$ cat src/rtl/hpcvt_pkg.sv
package hpcvt_pkg;

    localparam int ELEM_W = 16;
    localparam int FUNC_W = 7;

    typedef enum logic [2:0] {
        RND_NEAR_EVEN = 3'd0,
        RND_DOWN      = 3'd1,
        RND_NEAR_AWAY = 3'd2,
        RND_UP        = 3'd3,
        RND_ZERO      = 3'd4
    } rnd_mode_e;

    typedef struct packed {
        logic      legal;
        logic      to_signed;
        rnd_mode_e mode;
    } cvt_op_t;

    typedef struct packed {
        logic [ELEM_W-1:0] value;
        logic              invalid;
        logic              inexact;
    } lane_res_t;

    function automatic cvt_op_t decode_func(input logic [FUNC_W-1:0] f);
        cvt_op_t op;
        op.legal     = 1'b1;
        op.to_signed = ~f[6];
        case (f)
            7'h1a, 7'h5a: op.mode = RND_NEAR_EVEN;
            7'h1b, 7'h5b: op.mode = RND_DOWN;
            7'h1c, 7'h5c: op.mode = RND_NEAR_AWAY;
            7'h3a, 7'h7a: op.mode = RND_UP;
            7'h3b, 7'h7b: op.mode = RND_ZERO;
            default: begin
                op.legal = 1'b0;
                op.mode  = RND_ZERO;
            end
        endcase
        return op;
    endfunction

endpackage

$ cat src/rtl/hpcvt_decode.sv
module hpcvt_decode
    import hpcvt_pkg::*;
(
    input  logic [FUNC_W-1:0] func_code,
    output cvt_op_t           op
);
    always_comb op = decode_func(func_code);

    // a legal code carries signedness in its top bit
    always_comb begin
        if (op.legal) begin
            assert_sign_decode_R1: assert (op.to_signed == (func_code[6] == 1'b0));
        end
    end
endmodule

$ cat src/rtl/hpcvt_lane.sv
module hpcvt_lane
    import hpcvt_pkg::*;
#(
    parameter int FRAC_BITS = 24
) (
    input  logic [ELEM_W-1:0] operand,
    input  logic              to_signed,
    input  rnd_mode_e         mode,
    output lane_res_t         res
);
    localparam int SIG_W  = 11;
    localparam int WIDE_W = SIG_W + 30;
    localparam int INT_W  = WIDE_W - FRAC_BITS;

    logic              sgn, is_nan, is_inf;
    logic [4:0]        expo, shamt;
    logic [9:0]        mant;
    logic [SIG_W-1:0]  sig;
    logic [WIDE_W-1:0] wide;
    logic [INT_W-1:0]  ipart;
    logic [FRAC_BITS-1:0] frac;
    logic              rbit, sticky, lost, inc;
    logic [INT_W:0]    mag;

    always_comb begin
        sgn    = operand[15];
        expo   = operand[14:10];
        mant   = operand[9:0];
        is_nan = (expo == 5'h1f) && (mant != 10'd0);
        is_inf = (expo == 5'h1f) && (mant == 10'd0);
        sig    = {expo != 5'd0, mant};
        shamt  = (expo == 5'd0 || expo == 5'h1f) ? 5'd0 : expo - 5'd1;
        wide   = {{(WIDE_W-SIG_W){1'b0}}, sig} << shamt;
        ipart  = wide[WIDE_W-1:FRAC_BITS];
        frac   = wide[FRAC_BITS-1:0];
        rbit   = frac[FRAC_BITS-1];
        sticky = |frac[FRAC_BITS-2:0];
        lost   = |frac;
        case (mode)
            RND_NEAR_EVEN: inc = rbit & (sticky | ipart[0]);
            RND_DOWN:      inc = lost & sgn;
            RND_NEAR_AWAY: inc = rbit;
            RND_UP:        inc = lost & ~sgn;
            default:       inc = 1'b0;
        endcase
        mag = {1'b0, ipart} + {{INT_W{1'b0}}, inc};

        res = '{value: '0, invalid: 1'b0, inexact: 1'b0};
        if (is_nan) begin
            res.invalid = 1'b1;
        end else if (to_signed) begin
            if (is_inf || (sgn && mag > 18'd32768) || (!sgn && mag > 18'd32767)) begin
                res.value   = sgn ? 16'h8000 : 16'h7fff;
                res.invalid = 1'b1;
            end else begin
                res.value   = sgn ? 16'(16'd0 - mag[15:0]) : mag[15:0];
                res.inexact = lost;
            end
        end else begin
            if (sgn) begin
                if (is_inf || mag != '0) begin
                    res.invalid = 1'b1;
                end else begin
                    res.inexact = lost;
                end
            end else if (is_inf || mag > 18'd65535) begin
                res.value   = 16'hffff;
                res.invalid = 1'b1;
            end else begin
                res.value   = mag[15:0];
                res.inexact = lost;
            end
        end
    end

    always_comb begin
        assert_sat_not_inexact_R4: assert (!(res.invalid && res.inexact));
        if (is_nan) begin
            assert_nan_zero_R3: assert (res.value == '0 && res.invalid);
        end
        if (!to_signed && sgn && !is_nan) begin
            assert_neg_unsigned_zero_R6: assert (res.value == '0);
        end
    end
endmodule

$ cat src/rtl/hpcvt_simd.sv
module hpcvt_simd
    import hpcvt_pkg::*;
#(
    parameter int LANES = 8
) (
    input  logic                    clk,
    input  logic                    rst,
    input  logic                    in_valid,
    input  logic [6:0]              func_code,
    input  logic                    scalar_mode,
    input  logic                    wide_mode,
    input  logic [LANES*16-1:0]     src_vec,
    output logic                    out_valid,
    output logic [LANES*16-1:0]     dst_vec,
    output logic                    flag_invalid,
    output logic                    flag_inexact,
    output logic                    illegal_op
);
    localparam int VEC_W  = LANES * ELEM_W;
    localparam int NARROW = LANES / 2;

    cvt_op_t          op;
    lane_res_t        lane_res [LANES];
    logic [LANES-1:0] active;
    logic [VEC_W-1:0] dst_d;
    logic             inv_d, inx_d;

    hpcvt_decode u_decode (
        .func_code (func_code),
        .op        (op)
    );

    generate
        for (genvar i = 0; i < LANES; i++) begin : g_lane
            hpcvt_lane u_lane (
                .operand   (src_vec[i*ELEM_W +: ELEM_W]),
                .to_signed (op.to_signed),
                .mode      (op.mode),
                .res       (lane_res[i])
            );
            assign active[i] = op.legal &&
                (scalar_mode ? (i == 0) : (wide_mode ? 1'b1 : (i < NARROW)));
        end
    endgenerate

    always_comb begin
        dst_d = '0;
        inv_d = 1'b0;
        inx_d = 1'b0;
        for (int i = 0; i < LANES; i++) begin
            if (active[i]) begin
                dst_d[i*ELEM_W +: ELEM_W] = lane_res[i].value;
                inv_d = inv_d | lane_res[i].invalid;
                inx_d = inx_d | lane_res[i].inexact;
            end
        end
    end

    always_ff @(posedge clk) begin
        if (rst) begin
            out_valid    <= 1'b0;
            dst_vec      <= '0;
            flag_invalid <= 1'b0;
            flag_inexact <= 1'b0;
            illegal_op   <= 1'b0;
        end else begin
            out_valid    <= in_valid;
            dst_vec      <= in_valid ? dst_d : '0;
            flag_invalid <= in_valid & inv_d;
            flag_inexact <= in_valid & inx_d;
            illegal_op   <= in_valid & ~op.legal;
        end
    end

    assert_latency_R10: assert property (@(posedge clk) disable iff (rst)
        in_valid |=> out_valid);
    assert_idle_R10: assert property (@(posedge clk) disable iff (rst)
        !in_valid |=> !out_valid && dst_vec == '0);
    assert_illegal_quiet_R9: assert property (@(posedge clk) disable iff (rst)
        illegal_op |-> dst_vec == '0 && !flag_invalid && !flag_inexact);
    assert_scalar_upper_R8: assert property (@(posedge clk) disable iff (rst)
        in_valid && scalar_mode |=> dst_vec[VEC_W-1:ELEM_W] == '0);
    assert_narrow_upper_R7: assert property (@(posedge clk) disable iff (rst)
        in_valid && !scalar_mode && !wide_mode |=> dst_vec[VEC_W-1:VEC_W/2] == '0);
endmodule

$ cat config.mk
export PLATFORM = sky130hd
export DESIGN_NAME = hpcvt_simd
export DESIGN_NICKNAME = d
export VERILOG_FILES = /design/src/rtl/hpcvt_pkg.sv /design/src/rtl/hpcvt_decode.sv /design/src/rtl/hpcvt_lane.sv /design/src/rtl/hpcvt_simd.sv
export SDC_FILE = /design/constraint.sdc
export NUM_CORES = 1
export LEC_CHECK = 0
export BUFFER_PORTS_ARGS = -buffer_cell sky130_fd_sc_hd__buf_2
export CAP_MARGIN = 40
export CELL_PAD_IN_SITES_DETAIL_PLACEMENT = 0
export CELL_PAD_IN_SITES_GLOBAL_PLACEMENT = 1
export CORE_MARGIN = 3
export CORE_UTILIZATION = 41
export DETAILED_ROUTE_END_ITERATION = 6
export PLACE_DENSITY_LB_ADDON = 0.1
export SLEW_MARGIN = 20
export SYNTH_ARGS = -nofsm -noshare
export SYNTH_HDL_FRONTEND = slang
export SYNTH_HIERARCHICAL = 1
export SYNTH_SLANG_ARGS = --single-unit
$ cat constraint.sdc
create_clock -name clk -period 7.8 [get_ports clk]
set_clock_uncertainty 0.2 [all_clocks]
set_input_delay 1.56 -clock clk [delete_from_list [all_inputs] [get_ports clk]]
set_output_delay 1.56 -clock clk [all_outputs]
set_load 0.02 [all_outputs]
==> impl_metrics.env, run 1 <==
export IMPL_cellLeakagePower_nw=12.8
export IMPL_cts_tree="yes"
export IMPL_wire_per_inst_um=20.8
export IMPL_antenna_found_initial=4
export IMPL_drive_gt1_frac=0.284
export IMPL_crit_path_max_fanout=6
export IMPL_critPathCaptureType="flip-flop"
export IMPL_post_cts_buffers=0
export IMPL_critPathKind="in2reg"
export IMPL_cts_buffer_depth=2
export IMPL_period_share=0.962
export IMPL_outcome="finished, violations left"
export IMPL_cp_arrival_ns=7.65
export IMPL_vias_per_cell=6.31
export IMPL_drt_iter0_drc=2605
export IMPL_grt_max_degree=79
export IMPL_crit_start="src_vec[123]"
export IMPL_hold_path_class="in2reg"
export IMPL_yosys_warnings=6
export IMPL_drt_pass1_iterations=7
export IMPL_synthArstFlopShare=0
export IMPL_report_final_setup_viol=0
export IMPL_grt_pass1_wl_um=148000
export IMPL_dr_total_vias=28584
export IMPL_die_h_um=249
export IMPL_final_common_cell="buf_4"
export IMPL_synth_seq_cells=132
export IMPL_ctsHoldBuffers=0
export IMPL_final_hold_violation_count=0
export IMPL_h_tree_depth=4
export IMPL_ir_drop_v=0.000190
export IMPL_drc=6
export IMPL_syn_area_sq_um=24200
export IMPL_place_gp_congestion=0.957
export IMPL_synthFlopType="dfxtp_1"
export IMPL_clkSinkCount=132
export IMPL_root_buffer="clkbuf_16"
export IMPL_p_total_mw=3.94
export IMPL_slew_headroom=0.403
export IMPL_routed_wl_um=94100
export IMPL_core_sq_um=58000
export IMPL_port_buffers=271
export IMPL_cp_required_ns=7.95
export IMPL_powerDensity_nw_per_um2=134
export IMPL_synthCells=3251
export IMPL_first_global_vias=26760
export IMPL_ant_nets=0
export IMPL_synth_nets=3439
export IMPL_grt_overflow_total=0
export IMPL_synth_edf_count=0
export IMPL_die_area_sq_um=62000
export IMPL_clk_pin_slew_ns=0.07
export IMPL_drv_cap=0
export IMPL_io_pins=272
export IMPL_syn_to_final_growth_pct=21.0
export IMPL_layout_common_cells="buf_4, nor2_1, buf_2"
export IMPL_ys_types=119
export IMPL_cts_resized=0
export IMPL_nets=3936
export IMPL_startpoint_type="input pin"
export IMPL_max_freq_mhz=133
export IMPL_endpoint="flag_invalid"
export IMPL_dp_hpwl_um=73400
export IMPL_slew_viol_final=0
export IMPL_numCtsBuffers=17
export IMPL_fin_crit_ns=7.51
export IMPL_grt_use_total=0.285
export IMPL_violations="design-rule violations"
export IMPL_synth_avg_cell_area_sq_um=7.45
export IMPL_tightest_slew_ns=0.895
export IMPL_yosysSeqAreaShare=0.109
export IMPL_die_w_um=249
export IMPL_std_cell_rows=88
export IMPL_start_util=0.417
export IMPL_tns_ns=0
critical path, stage by stage:
cell	delay (ns)
buf_2	0.10
inv_1	0.09
ha_4	0.13
or4b_1	0.57
a41o_1	0.29
o31a_1	0.25
or2_2	0.30
nor4_2	0.31
a21oi_1	0.08
nor4_1	0.29
o22ai_1	0.15
or3_1	0.36
a21oi_1	0.15
a2111oi_0	0.09
ha_2	0.24
ha_4	0.24
inv_1	0.05
ha_1	0.19
and3b_1	0.17
or4b_1	0.54
buf_4	0.20
nor3_4	0.17
and4_4	0.24
a21oi_1	0.08
or3_1	0.40
o41ai_2	0.29
a221oi_1	0.12
flip-flops by register name, indices dropped and copies added (netlist names):
| signal | count |
|---|---|
| dst_vec | 128 |
| flag_inexact | 1 |
| flag_invalid | 1 |
| illegal_op | 1 |
| out_valid | 1 |
routing by layer:
metal,share of wire,GRT usage,wire (um)
met1,0.47,0.403,43900
met2,0.46,0.462,43000
met4,0.015,0.0598,1390
met5,0.00014,0,13
met3,0.062,0.0379,5820
per-stage QoR:
step,hold WS [ns],setup WS [ns],util,cell area (sq um),instances
after floorplan,1.44,-0.0103,-,24300,3251
after global placement,1.57,-0.314,0.492,28500,4482
after detailed placement,1.57,-0.331,0.493,28600,4489
after CTS,1.06,0.156,0.503,29200,4521
after global routing,1.07,-0.0180,0.505,29300,4528
final,1.09,0.294,0.505,29300,4529
power breakdown:
group	internal (mW)	leakage [nW]	switching (mW)
Combinational	1.05	11.5	1.39
Clock	0.450	0.265	0.371
Sequential	0.676	1.06	0.00100
logic make-up after synthesis:
group | after synthesis | share of synthesized area
DFF | 132 | 0.109
xor gates and xnor gates | 137 | 0.0495
adders and majority gates | 48 | 0.0248
muxes | 123 | 0.0514
AOI/OAI and AO/OA | 1023 | 0.358
and+or+nand+nor | 1482 | 0.341
buffers and inverters | 306 | 0.0658
synthesized netlist by cell type, types with 43 or more instances:
cell type,instances,share of area
buf_2,61,0.013
nor4_1,116,0.030
and2_1,96,0.025
nand3_1,147,0.030
o211ai_1,50,0.015
clkbuf_1,105,0.016
inv_1,69,0.011
dfxtp_1,132,0.11
nor2_1,299,0.046
and3_1,144,0.037
ha_1,48,0.025
mux2i_1,113,0.047
xnor2_1,102,0.037
a41o_1,50,0.021
a211oi_1,43,0.013
o21ai_0,96,0.020
nor3_1,93,0.019
a21oi_1,161,0.033
a31oi_1,49,0.013
nand2_1,268,0.042
how the worst min path moves through the flow:
stage / to / cells after the start / start
final: out_valid / 2 / rst
after global routing: out_valid / 2 / rst
after CTS: out_valid / 2 / rst
after detailed placement: out_valid / 2 / rst
after global placement: out_valid / 2 / rst
after floorplan: out_valid / 1 / rst
layout make-up:
| class | count | area (sq um) |
|---|---|---|
| flip-flops and latches | 132 | 2640 |
| multi-input cells | 2813 | 20100 |
| diodes | 3 | 7.51 |
| fillers | 5721 | 28700 |
| inverters | 69 | 259 |
| clock inverters | 13 | 124 |
| clock buffers | 19 | 443 |
| repair buffers | 715 | 4750 |
| well taps | 765 | 957 |
Note: power is estimated with default switching activity, not from simulation.
==> inputs of run 2 (changes only) <==
CORE_UTILIZATION = 31   (was 41)
SETUP_SLACK_MARGIN = 0.2   (was not set)
==> run 2 against run 1 <==
Effect of this change: the flow now finishes without violations; core utilization fell by 12 points; clock power barely moved; setup slack improved by 0.016 ns; critical path type unchanged; largest power group unchanged.
==> impl_metrics.env, run 2 (synthesized netlist as in run 1, its figures left out) <==
export IMPL_powerDensity_nw_per_um2=133
export IMPL_grt_overflow_total=0
export IMPL_nets=3919
export IMPL_routed_wl_um=101000
export IMPL_grt_use_total=0.235
export IMPL_root_buffer="clkbuf_16"
export IMPL_cellLeakagePower_nw=12.8
export IMPL_ir_drop_v=0.000140
export IMPL_die_h_um=286
export IMPL_report_final_setup_viol=0
export IMPL_die_w_um=286
export IMPL_h_tree_depth=4
export IMPL_fillers=8212
export IMPL_pre_cts_slack_ns=-0.337
export IMPL_std_cell_rows=101
export IMPL_slew_headroom=0.340
export IMPL_cts_buffer_depth=2
export IMPL_finalWorstSetupSlack_ns=0.310
export IMPL_crit_path_max_fanout=11
export IMPL_cp_required_ns=7.92
export IMPL_period_share=0.960
export IMPL_die_area_sq_um=81500
export IMPL_startpoint_type="input pin"
export IMPL_syn_to_final_growth_pct=23.0
export IMPL_drt_iter0_drc=2225
export IMPL_vias_per_cell=5.92
export IMPL_ant_nets=0
export IMPL_grt_max_degree=71
export IMPL_critPathCaptureType="flip-flop"
export IMPL_clk_pin_slew_ns=0.07
export IMPL_place_gp_congestion=0.917
export IMPL_dp_hpwl_um=80700
export IMPL_drc=0
export IMPL_largest_register="dst_vec"
export IMPL_io_pins=272
export IMPL_hold_path_class="in2reg"
export IMPL_first_global_vias=27023
export IMPL_drt_pass1_iterations=6
export IMPL_cp_arrival_ns=7.61
export IMPL_numCtsBuffers=17
export IMPL_dr_total_vias=28255
export IMPL_wire_per_inst_um=21.2
export IMPL_cts_tree="yes"
export IMPL_outcome="completed"
export IMPL_critPathKind="in2reg"
export IMPL_fin_crit_ns=7.49
export IMPL_drv_cap=0
export IMPL_final_common_cell="buf_4"
export IMPL_tightest_slew_ns=0.990
export IMPL_design_area_sq_um=29800
export IMPL_max_freq_mhz=134
export IMPL_clkSinkCount=132
export IMPL_dpl_cell_area_sq_um=28700
export IMPL_slew_viol_final=0
export IMPL_grt_pass1_wl_um=158000
export IMPL_layout_common_cells="buf_4, nor2_1, buf_2"
export IMPL_final_hold_violation_count=0
export IMPL_antenna_found_initial=4
export IMPL_start_util=0.316
export IMPL_largest_reg_flops=128
export IMPL_rsz0062_at_grt="yes"
export IMPL_port_buffers=271
export IMPL_whs_path_depth=2
export IMPL_core_sq_um=76700
export IMPL_drive_gt1_frac=0.294
[run 2: cell count changes in the layout (fill, tap and decap cells not counted), sizes merged]
cell           delta
clkinvlp          -1
diode             -2
clkbuf            +4
inv               -3
bufinv            +1
buf              -17
clkdlybuf4s15     -1
[run 2: path summary, 6_finish.rpt]
kind  slack [ns]    startpoint      endpoint
max         0.31  src_vec[122]  flag_invalid
min         1.14   scalar_mode  flag_invalid
[run 2: per-stage QoR]
step	hold WS (ns)	power [mW]	util	setup TNS, ns	instances
after floorplan	1.44	2.29	-	0	3251
after global placement	1.60	3.08	0.374	-0.637	4718
after detailed placement	1.60	3.08	0.375	-1.16	4728
after CTS	1.10	3.93	0.383	0	4760
after global routing	1.14	4.23	0.388	0	4775
final	1.14	3.97	0.388	0	4775
[run 2: critical path, stage by stage]
cell and delay, ns:
buf_2 0.14, inv_2 0.06, ha_4 0.30, buf_4 0.20
or3b_2 0.48, o21ai_1 0.18, a21oi_1 0.23, a221oi_2 0.39
o211ai_1 0.17, nor4_2 0.16, o22ai_1 0.14, or3_1 0.36
a21oi_1 0.19, a2111oi_2 0.07, ha_2 0.24, ha_4 0.18
inv_2 0.09, a21oi_1 0.07, and4_1 0.22, or4b_1 0.58
nor4_4 0.33, and4_4 0.28, nor2_1 0.07, or3_1 0.40
o41ai_4 0.39, a221oi_1 0.12
[run 2: power by group]
part           internal [mW]  switching, mW  total [mW]
Sequential             0.677        0.00108       0.678
Combinational           1.05           1.42        2.47
Clock                  0.497          0.321       0.818
[run 2: per-layer routing]
layer / GRT usage / wire, um / vias to the layer above / part of all wire
met1: 0.336 / 49000 / 13722 / 0.48
met5: 0 / 0 / - / 0
met2: 0.380 / 45800 / 838 / 0.45
met4: 0.0536 / 2020 / 0 / 0.020
met3: 0.0216 / 4440 / 94 / 0.044
li1: - / - / 13601 / -
[run 2: final cells by class]
cell class | instances | area (sq um) | share of cell area
diodes | 1 | 2.50 | 0.0000840
well taps | 1030 | 1290 | 0.0433
repair buffers | 698 | 4590 | 0.154
multi-input cells | 2813 | 20400 | 0.685
inverters | 69 | 259 | 0.00870
clock buffers | 22 | 474 | 0.0159
clock inverters | 10 | 121 | 0.00408
flip-flops and latches | 132 | 2640 | 0.0887
[run 2: repair_timing]
| action | 4_1_cts | 5_1_grt |
|---|---|---|
| buffers inserted | 0 | 12 |
| pin swaps | 0 | 13 |
| setup endpoints to repair | 1 | 79 |
| resized for setup | 3 | 69 |
| hold buffers | 0 | 0 |
